`config.mk`:
```
export PLATFORM = sky130hd
export DESIGN_NAME = fpsq_issue_ctrl
export DESIGN_NICKNAME = d
export VERILOG_FILES = /design/src/rtl/fpsq_pkg.sv /design/src/rtl/fpsq_pattern.sv /design/src/rtl/fpsq_lane.sv /design/src/rtl/fpsq_issue_ctrl.sv
export SDC_FILE = /design/constraint.sdc
export NUM_CORES = 1
export LEC_CHECK = 0
export BUFFER_PORTS_ARGS = -buffer_cell sky130_fd_sc_hd__buf_4
export CAP_MARGIN = 20
export CORE_MARGIN = 2
export CORE_UTILIZATION = 40
export DETAILED_ROUTE_END_ITERATION = 8
export GPL_TIMING_DRIVEN = 0
export PLACE_DENSITY = 0.65
export SKIP_LAST_GASP = 1
export SLEW_MARGIN = 20
export SYNTH_ARGS = -nofsm -noshare
export SYNTH_HDL_FRONTEND = slang
export SYNTH_SLANG_ARGS = --single-unit
export TNS_END_PERCENT = 100
```
`constraint.sdc`:
```
create_clock -name clk_i -period 2.77 [get_ports clk_i]
set_input_delay 0.554 -clock clk_i [delete_from_list [all_inputs] [get_ports clk_i]]
set_output_delay 0.554 -clock clk_i [all_outputs]
set_load 0.05 [all_outputs]
```
`src/rtl/fpsq_pkg.sv`:
```
package fpsq_pkg;
  localparam int NUM_RES   = 5;
  localparam int SHORT_LAT = 4;

  typedef enum logic [2:0] {
    RES_UNPACK = 3'd0,
    RES_EXC    = 3'd1,
    RES_ADD    = 3'd2,
    RES_RND    = 3'd3,
    RES_SEQ    = 3'd4
  } res_e;

  typedef enum logic {
    OP_SHORT = 1'b0,
    OP_SQRT  = 1'b1
  } op_e;

  // resource res used k cycles after issue (k = 0 is the issue cycle)
  function automatic logic uses_f(op_e op, int res, int k, int mid);
    logic u;
    u = 1'b0;
    if (op == OP_SQRT) begin
      case (res)
        int'(RES_UNPACK): u = (k == 0);
        int'(RES_EXC):    u = (k == 1);
        int'(RES_ADD):    u = (k >= 2) && (k <= mid + 2);
        int'(RES_RND):    u = ((k >= 2) && (k <= mid + 1)) || (k == mid + 3);
        int'(RES_SEQ):    u = (k <= mid + 2);
        default:          u = 1'b0;
      endcase
    end else begin
      u = (k == res) && (res < SHORT_LAT);
    end
    return u;
  endfunction

  function automatic int lat_f(op_e op, int mid);
    return (op == OP_SQRT) ? mid + 4 : SHORT_LAT;
  endfunction
endpackage

```
`src/rtl/fpsq_pattern.sv`:
```
module fpsq_pattern
  import fpsq_pkg::*;
#(
  parameter int MID   = 108,
  parameter int DEPTH = MID + 4
) (
  input  op_e                             op_i,
  output logic [NUM_RES-1:0][DEPTH-1:0]   need_o,
  output logic [1:0][DEPTH-1:0]           end_o
);
  always_comb begin
    for (int r = 0; r < NUM_RES; r++) begin
      for (int k = 0; k < DEPTH; k++) begin
        need_o[r][k] = uses_f(op_i, r, k, MID);
      end
    end
  end

  // completion slot, one lane per operation class
  generate
    for (genvar c = 0; c < 2; c++) begin : g_end
      always_comb begin
        for (int k = 0; k < DEPTH; k++) begin
          end_o[c][k] = (op_i == op_e'(c)) && (k == lat_f(op_e'(c), MID) - 1);
        end
      end
    end
  endgenerate
endmodule

```
`src/rtl/fpsq_lane.sv`:
```
module fpsq_lane #(
  parameter int DEPTH = 112
) (
  input  logic             clk_i,
  input  logic             rst_ni,
  input  logic [DEPTH-1:0] need_i,
  input  logic             accept_i,
  output logic             clash_o,
  output logic             now_o
);
  logic [DEPTH-1:0] held_q;

  assign clash_o = |(held_q & need_i);
  assign now_o   = held_q[0] | (accept_i & need_i[0]);

  // slot k holds the reservation for k cycles ahead; offset 0 is consumed now
  always_ff @(posedge clk_i or negedge rst_ni) begin
    if (!rst_ni) held_q <= '0;
    else         held_q <= {1'b0, held_q[DEPTH-1:1]}
                         | ({DEPTH{accept_i}} & {1'b0, need_i[DEPTH-1:1]});
  end


  shift_keep_chk: assert property (@(posedge clk_i) disable iff (!rst_ni)
    held_q[1] |=> held_q[0]);
endmodule

```
`src/rtl/fpsq_issue_ctrl.sv`:
```
module fpsq_issue_ctrl
  import fpsq_pkg::*;
#(
  parameter int SQRT_MID = 108
) (
  input  logic               clk_i,
  input  logic               rst_ni,
  input  logic               req_valid_i,
  input  logic               req_op_i,
  output logic               stall_o,
  output logic [NUM_RES-1:0] busy_o,
  output logic               done_o,
  output logic               done_op_o
);
  localparam int DEPTH = SQRT_MID + 4;

  op_e                           op;
  logic [NUM_RES-1:0][DEPTH-1:0] need;
  logic [1:0][DEPTH-1:0]         end_need;
  logic [NUM_RES-1:0]            clash;
  logic [1:0]                    end_clash;
  logic [1:0]                    end_now;
  logic                          conflict;
  logic                          accept;

  assign op = op_e'(req_op_i);

  fpsq_pattern #(.MID(SQRT_MID), .DEPTH(DEPTH)) u_pattern (
    .op_i   (op),
    .need_o (need),
    .end_o  (end_need)
  );

  generate
    for (genvar r = 0; r < NUM_RES; r++) begin : g_res
      fpsq_lane #(.DEPTH(DEPTH)) u_lane (
        .clk_i    (clk_i),
        .rst_ni   (rst_ni),
        .need_i   (need[r]),
        .accept_i (accept),
        .clash_o  (clash[r]),
        .now_o    (busy_o[r])
      );
    end
    for (genvar c = 0; c < 2; c++) begin : g_end
      fpsq_lane #(.DEPTH(DEPTH)) u_end (
        .clk_i    (clk_i),
        .rst_ni   (rst_ni),
        .need_i   (end_need[c]),
        .accept_i (accept),
        .clash_o  (end_clash[c]),
        .now_o    (end_now[c])
      );
    end
  endgenerate

  assign conflict  = |clash;
  assign stall_o   = req_valid_i & conflict;
  assign accept    = req_valid_i & ~conflict;
  assign done_o    = |end_now;
  assign done_op_o = end_now[OP_SQRT];


  sqrt_front_chk: assert property (@(posedge clk_i) disable iff (!rst_ni)
    (accept && op == OP_SQRT) |=> (busy_o[RES_EXC] && busy_o[RES_SEQ]));


  seq_release_chk: assert property (@(posedge clk_i) disable iff (!rst_ni)
    $fell(busy_o[RES_SEQ]) |-> (done_o && done_op_o));


  done_round_chk: assert property (@(posedge clk_i) disable iff (!rst_ni)
    done_o |-> busy_o[RES_RND]);


  single_done_chk: assert property (@(posedge clk_i) disable iff (!rst_ni)
    !(end_now[0] && end_now[1]));


  end_slot_chk: assert property (@(posedge clk_i) disable iff (!rst_ni)
    (|end_clash) |-> clash[RES_RND]);
endmodule

```
After elaboration in Yosys (flattened, before gate mapping). Cells that the tools add are included.

Bits in registers: 561. Latch bits: 0. RAM bits: 0. ROM bits: 0. Input port bits: 4. Output and inout bits: 8. Logic and storage cells: 29. Memories: 0.

$add $sub $neg: 0. Multiply operators: 0. Divide/modulo/power cells: 0. Order comparisons: 0. Eq/ne operators: 0. Shifts and indexed selects: 0. Mux-type cells: 1. Bitwise gates (word level): 20. Reduce and logical (&&, ||, !) cells: 2.

Operator list (count): OR 111 x 112 -> 112 bit (5); AND 112 x 111 -> 112 bit (4); OR reduction 337 bit (1); AND 112 x 110 -> 112 bit (2); AND 112 bit (1); AND 112 x 3 -> 112 bit (1); AND 1 bit (3); inverter 1 bit (2); OR reduction 2 bit (1); 2-to-1 mux 1 bit (1); OR 1 bit (1); OR 1 bit (first input constant) (1).

Longest topological paths before layout.
Depth in word-level cells: 7. Mapped depth: 8. Depth with buffers taken out: 5.

Modules after synthesis. Synthesis repeated with hierarchy kept, for this count alone.

Cells, all modules: 2911. Area total of the unflattened synthesis: 35994.5 um^2.

By module, submodules not included: fpsq_lane (instances 7, cells each 303, area an instance 4295.4 um^2, seq. area each 2777.7 um^2); fpsq_pattern (instances 1, cells each 786, area an instance 5889.4 um^2, seq. area each 0.0 um^2); fpsq_issue_ctrl (instances 1, cells each 4, area an instance 37.5 um^2, seq. area each 0.0 um^2).

Worst setup path after synthesis. OpenSTA, ideal clock, no wires.

Kind: reg2out. Start point: reg g_res[4].u_lane.held_q[7]. End point: out busy_o[0]. Arrival: 1.760 ns. Required time: 2.216 ns. Slack: 0.456 ns. Cell stages (with the launch flop): 8. Path buffers: 2. Cell sequence: dfrtp_1 > nor4_1 > nand4_1 > nor4_1 > nand3_1 > clkbuf_1 > o22ai_1 > buf_4.

Cells in the longest elaborated chain, start to end: 4.

RTL lines: start: declaration (line fpsq_lane.sv:11) `logic [DEPTH-1:0] held_q;`; start signal: assignment (line fpsq_lane.sv:19) `else held_q <= {1'b0, held_q[DEPTH-1:1]}`; AND 112 x 111 -> 112 bit (line fpsq_lane.sv:13) `assign clash_o = |(held_q & need_i);`; OR reduction 337 bit (line fpsq_issue_ctrl.sv:57) `assign conflict = |clash;`; inverter 1 bit (line fpsq_issue_ctrl.sv:59) `assign accept = req_valid_i & ~conflict;`; AND 1 bit (line fpsq_issue_ctrl.sv:59); end: declaration (line fpsq_issue_ctrl.sv:11) `output logic [NUM_RES-1:0] busy_o,`.

No other way between the ends.

Final worst setup path.
Start point: reg g_res[4].u_lane.held_q[31]. End point: out busy_o[4].

Cells in the longest elaborated chain, start to end: 6.

RTL lines: AND 112 x 111 -> 112 bit (line fpsq_lane.sv:13); OR reduction 337 bit (line fpsq_issue_ctrl.sv:57); inverter 1 bit (line fpsq_issue_ctrl.sv:59); AND 1 bit (line fpsq_issue_ctrl.sv:59); AND 1 bit (line fpsq_lane.sv:14) `assign now_o = held_q[0] | (accept_i & need_i[0]);`; OR 1 bit (line fpsq_lane.sv:14).

No other way between the ends.

==> impl_table.tex <==
\begin{tabular}{lr}
\hline
Metric & Value \\
\hline
\multicolumn{2}{l}{\textbf{STA}} \\
\quad Min setup slack post-route & -0.445 ns \\
\quad Worst-margin pin slew & 0.613 ns \\
\quad Highest clock frequency the design can meet & 0.311 GHz \\
\quad RSZ-0062 raised after global routing & yes \\
\quad Final clock skew & 0.0199 ns \\
\quad Share of the clock period used by the worst path after layout & 116\% \\
\quad Fin crit period & 3.21 ns \\
\quad Number of setup violations in the final report & 3 \\
\quad Final number of hold-violating endpoints & 0 \\
\quad Max\_slew headroom & 59.2\% \\
\quad Total count of max-transition violations in the final report & 0 \\
\quad Final total negative setup slack & -1.29 ns \\
\quad Worst hold margin & 0.0201 ns \\
\multicolumn{2}{l}{\textbf{Routing}} \\
\quad Met1 wire length & 9720 um \\
\quad Via count normalized by instance count & 4.96 \\
\quad Wirelength, routed & 19300 um \\
\quad Length of routed met2 wiring & 8190 um \\
\quad Antenna Nets Post-Route & 0 \\
\quad Number of remaining DRC errors & 0 \\
\quad Highest metal layer with signal wires & met4 \\
\quad Met3 wire length & 950 um \\
\quad Initial DRT Pass Iterations & 4 \\
\quad Routed via count & 5737 \\
\quad Routed length per instance & 16.7 um \\
\quad Number of violations reported at the end of detailed-routing iteration 0 & 415 \\
\multicolumn{2}{l}{\textbf{Status}} \\
\quad Violated checks & setup timing \\
\quad Result of the run & complete, but fails checks \\
\multicolumn{2}{l}{\textbf{GRT}} \\
\quad Number of antenna violations at the first check in global routing & 0 \\
\quad First-pass GRT wire length & 32700 um \\
\quad Vias in the first global route & 6088 \\
\quad Total GRT Usage & 14.0\% \\
\quad Global-route congestion overflow total & 0 \\
\quad Maximum number of pins on one net before global-route repair & 95 \\
\multicolumn{2}{l}{\textbf{Power}} \\
\quad Power per standard cell area & 753 nW/um2 \\
\quad Leakage & 6.41 nW \\
\quad Total Power Consumption & 0.0101 W \\
\quad Max VDD drop & 0.000427 V \\
\multicolumn{2}{l}{\textbf{Place}} \\
\quad Count of buffers inserted at the top-level ports & 11 \\
\quad Worst slack, placed & -0.514 ns \\
\quad DP Wirelength & 11400 um \\
\quad Final weighted congestion of routability-driven global placement & 0.774 \\
\quad Placed inst area & 11900 um2 \\
\multicolumn{2}{l}{\textbf{Setup path}} \\
\quad CP Capture Type & output port \\
\quad Reg2Reg Capture Point & g\_res[3].u\_lane.held\_q[4]\$\_DFF\_PN0\_ \\
\quad CP startpoint kind & register \\
\quad Arrival time of the worst setup path & 2.66 ns \\
\quad Cell at the slowest stage of the critical path & sky130\_fd\_sc\_hd\_\_nor4\_4 \\
\quad CP Class & register to output port \\
\quad Buffer and inverter count on the worst path & 3 \\
\quad Worst path required time & 2.22 ns \\
\quad Cell-by-cell trace of the critical path & nor4\_1 -> nand4\_1 -> nor4\_4 -> nand3\_2 -> clkbuf\_8 -> o21bai\_1 -> buf\_4 -> buf\_8 \\
\quad Count of cells along the worst register-to-register path & 8 \\
\quad Longest individual stage delay on the worst path & 0.42 ns \\
\quad Cell family with most CP delay & simple AND/OR/NAND/NOR gates \\
\quad Startpoint of the lowest-slack register-to-register path & g\_res[4].u\_lane.held\_q[31]\$\_DFF\_PN0\_ \\
\quad Register-to-register setup slack & 0.28 ns \\
\quad Maximum fanout along the worst path & 4 \\
\multicolumn{2}{l}{\textbf{Yosys}} \\
\quad Flip-flop cell with the highest count after synthesis & sky130\_fd\_sc\_hd\_\_dfrtp\_1 \\
\quad Most common cell in the synthesized netlist & sky130\_fd\_sc\_hd\_\_dfrtp\_1 \\
\quad Number of warnings issued by yosys & 0 \\
\quad Yosys top cell area share & 74.5\% \\
\quad Syn\_nets & 701 \\
\quad Leading area contributor after synthesis & sky130\_fd\_sc\_hd\_\_dfrtp\_1 \\
\quad Count of flip-flops with a built-in enable after synthesis & 0 \\
\quad Async set-reset flop share out of synthesis & 100\% \\
\quad Synth Register Bits & 335 \\
\quad Fraction of the yosys area taken by sequential cells & 74.5\% \\
\quad Synth Cell Area & 11300 um2 \\
\quad Library cells used by synthesis & 21 \\
\quad Most numerous cell types in the synthesized netlist & 335 x sky130\_fd\_sc\_hd\_\_dfrtp\_1, 117 x sky130\_fd\_sc\_hd\_\_o21bai\_1, 100 x sky130\_fd\_sc\_hd\_\_o21bai\_2 \\
\quad Cells after synthesis & 697 \\
\quad Leading cell types by total area after synthesis & sky130\_fd\_sc\_hd\_\_dfrtp\_1 74\%, sky130\_fd\_sc\_hd\_\_o21bai\_2 10\%, sky130\_fd\_sc\_hd\_\_o21bai\_1 7.8\%, sky130\_fd\_sc\_hd\_\_nor4\_1 3.1\%, sky130\_fd\_sc\_hd\_\_buf\_6 1.1\% \\
\quad Synthesized area per cell & 16.1 um2 \\
\multicolumn{2}{l}{\textbf{Clocking}} \\
\quad Number of sinks driven by the clock tree & 335 \\
\quad Reg clk slew, reported paths & 0.06 ns \\
\quad H-tree lvl count & 2 \\
\quad Clock tree buffer depth & 3 \\
\quad CTS tree & done \\
\quad Clk Tree Root Cell & sky130\_fd\_sc\_hd\_\_clkbuf\_16 \\
\quad CTS Buf Count & 34 \\
\quad Clk Latency, worst-skew pair & 0.51 ns \\
\multicolumn{2}{l}{\textbf{Floorplan}} \\
\quad Io pins & 12 \\
\quad Area enclosed by the die boundary & 29500 um2 \\
\quad Vertical die dimension & 172 um \\
\quad Std-Cell Rows & 61 \\
\quad Core footprint & 27800 um2 \\
\quad Die outline width & 172 um \\
\quad Starting utilization of the core area & 40.5\% \\
\multicolumn{2}{l}{\textbf{Job}} \\
\quad Total of max-cap violations & 0 \\
\multicolumn{2}{l}{\textbf{Hold path}} \\
\quad Worst hold path class & input pin to asynchronous set/reset pin \\
\multicolumn{2}{l}{\textbf{Layout}} \\
\quad Count of antenna diodes in the layout & 0 \\
\quad Final cell area excluding filler cells & 13400 um2 \\
\quad Final nets & 758 \\
\quad Area delta synth->final & 18.8\% \\
\quad Fraction of layout cells with a size suffix above 1 & 30.1\% \\
\hline
\end{tabular}
-- repair_timing --
item                                    in CTS  in global routing
hold buffers                                 0                  0
endpoints found under the setup margin     180                 32
cloned                                       0                  0
setup buffers                                6                  3
pin swaps                                   13                  7
resized for setup                           38                  9
-- area by class of cell --
type / count / area [um2]
sequential: 335 / 8380
buffer: 51 / 343
tap: 378 / 473
timing repair buffer: 23 / 259
fill: 2416 / 14400
clock inverter: 10 / 130
multi-input combinational: 308 / 2730
clock buffer: 50 / 1040
inverter: 1 / 3.75
-- through the flow --
| stage | util, % | cells |
|---|---|---|
| after floorplan | - | 697 |
| after global routing | 48.1 | 1156 |
| after CTS | 47.9 | 1154 |
| final | 48.1 | 1156 |
| after detailed placement | 42.8 | 1089 |
| after global placement | 42.5 | 1086 |
-- cell usage in the layout, fill, tap and decap left out --
cell                         Yosys  final
sky130_fd_sc_hd__nor4_4          0      6
sky130_fd_sc_hd__nor3_1          1      1
sky130_fd_sc_hd__nor2_1          7      7
sky130_fd_sc_hd__o21ai_0         2      2
sky130_fd_sc_hd__clkbuf_1       16     16
sky130_fd_sc_hd__clkbuf_8        0      9
sky130_fd_sc_hd__buf_4           5     20
sky130_fd_sc_hd__nor4_1         56     38
sky130_fd_sc_hd__clkbuf_16       0     37
sky130_fd_sc_hd__buf_1           7      7
sky130_fd_sc_hd__inv_1           1      1
sky130_fd_sc_hd__clkinvlp_4      0      2
sky130_fd_sc_hd__and3_1          1      1
sky130_fd_sc_hd__dfrtp_1       335    335
sky130_fd_sc_hd__buf_8           0      4
sky130_fd_sc_hd__nand3_2         0      1
sky130_fd_sc_hd__or2_2           1      1
sky130_fd_sc_hd__clkinv_2        0      5
sky130_fd_sc_hd__nand2_1         4      4
sky130_fd_sc_hd__bufinv_16       0      3
sky130_fd_sc_hd__nand3_1         3      2
sky130_fd_sc_hd__o21bai_2      100    100
sky130_fd_sc_hd__nor4_2          1     13
sky130_fd_sc_hd__o221a_2         1      1
sky130_fd_sc_hd__buf_6          11     12
sky130_fd_sc_hd__buf_16          0      3
sky130_fd_sc_hd__buf_2          14     15
sky130_fd_sc_hd__o21bai_1      117    117
sky130_fd_sc_hd__clkbuf_4        0      1
sky130_fd_sc_hd__nand4_1        13     13
sky130_fd_sc_hd__o22ai_4         0      1
-- how the worst max path moves through the flow --
stage | from | end | slack, ns | cells past startpoint
final | g_res[4].u_lane.held_q[31]$_DFF_PN0_ | busy_o[4] | -0.44 | 8
after global routing | g_res[4].u_lane.held_q[31]$_DFF_PN0_ | busy_o[4] | -0.53 | 8
after CTS | g_res[3].u_lane.held_q[19]$_DFF_PN0_ | busy_o[4] | -0.41 | 8
after detailed placement | g_res[3].u_lane.held_q[13]$_DFF_PN0_ | stall_o | -0.51 | 7
after global placement | rst_ni | g_res[4].u_lane.held_q[84]$_DFF_PN0_ | -1.82 | 1
after floorplan | g_res[4].u_lane.held_q[7]$_DFF_PN0_ | busy_o[0] | 0.46 | 7
-- logic make-up (layout without fill, tap and decap cells) --
group / Yosys count / after routing / synth area share (%)
buf+inv: 54 / 135 / 2.86
compound gates: 221 / 221 / 18.1
simple gates: 87 / 87 / 4.60
flops: 335 / 335 / 74.5
-- flip-flops by register name (all words and copies together) (netlist names) --
register,count
g_end.u_end.held_q,113
g_res.u_lane.held_q,222
-- layer usage --
metal  track usage, %  up-vias
met5                0        -
met4             4.57        0
met3             2.85       41
met2             19.2       98
met1             22.1     3012
li1                 -     2586
-- power by group --
group	internal [W]	leakage, nW	switching, W
clock	0.00290	0.576	0.00180
sequential	0.00499	4.54	0.0000679
combinational	0.000133	1.30	0.000176
Note: power is estimated with default switching activity, not from simulation.
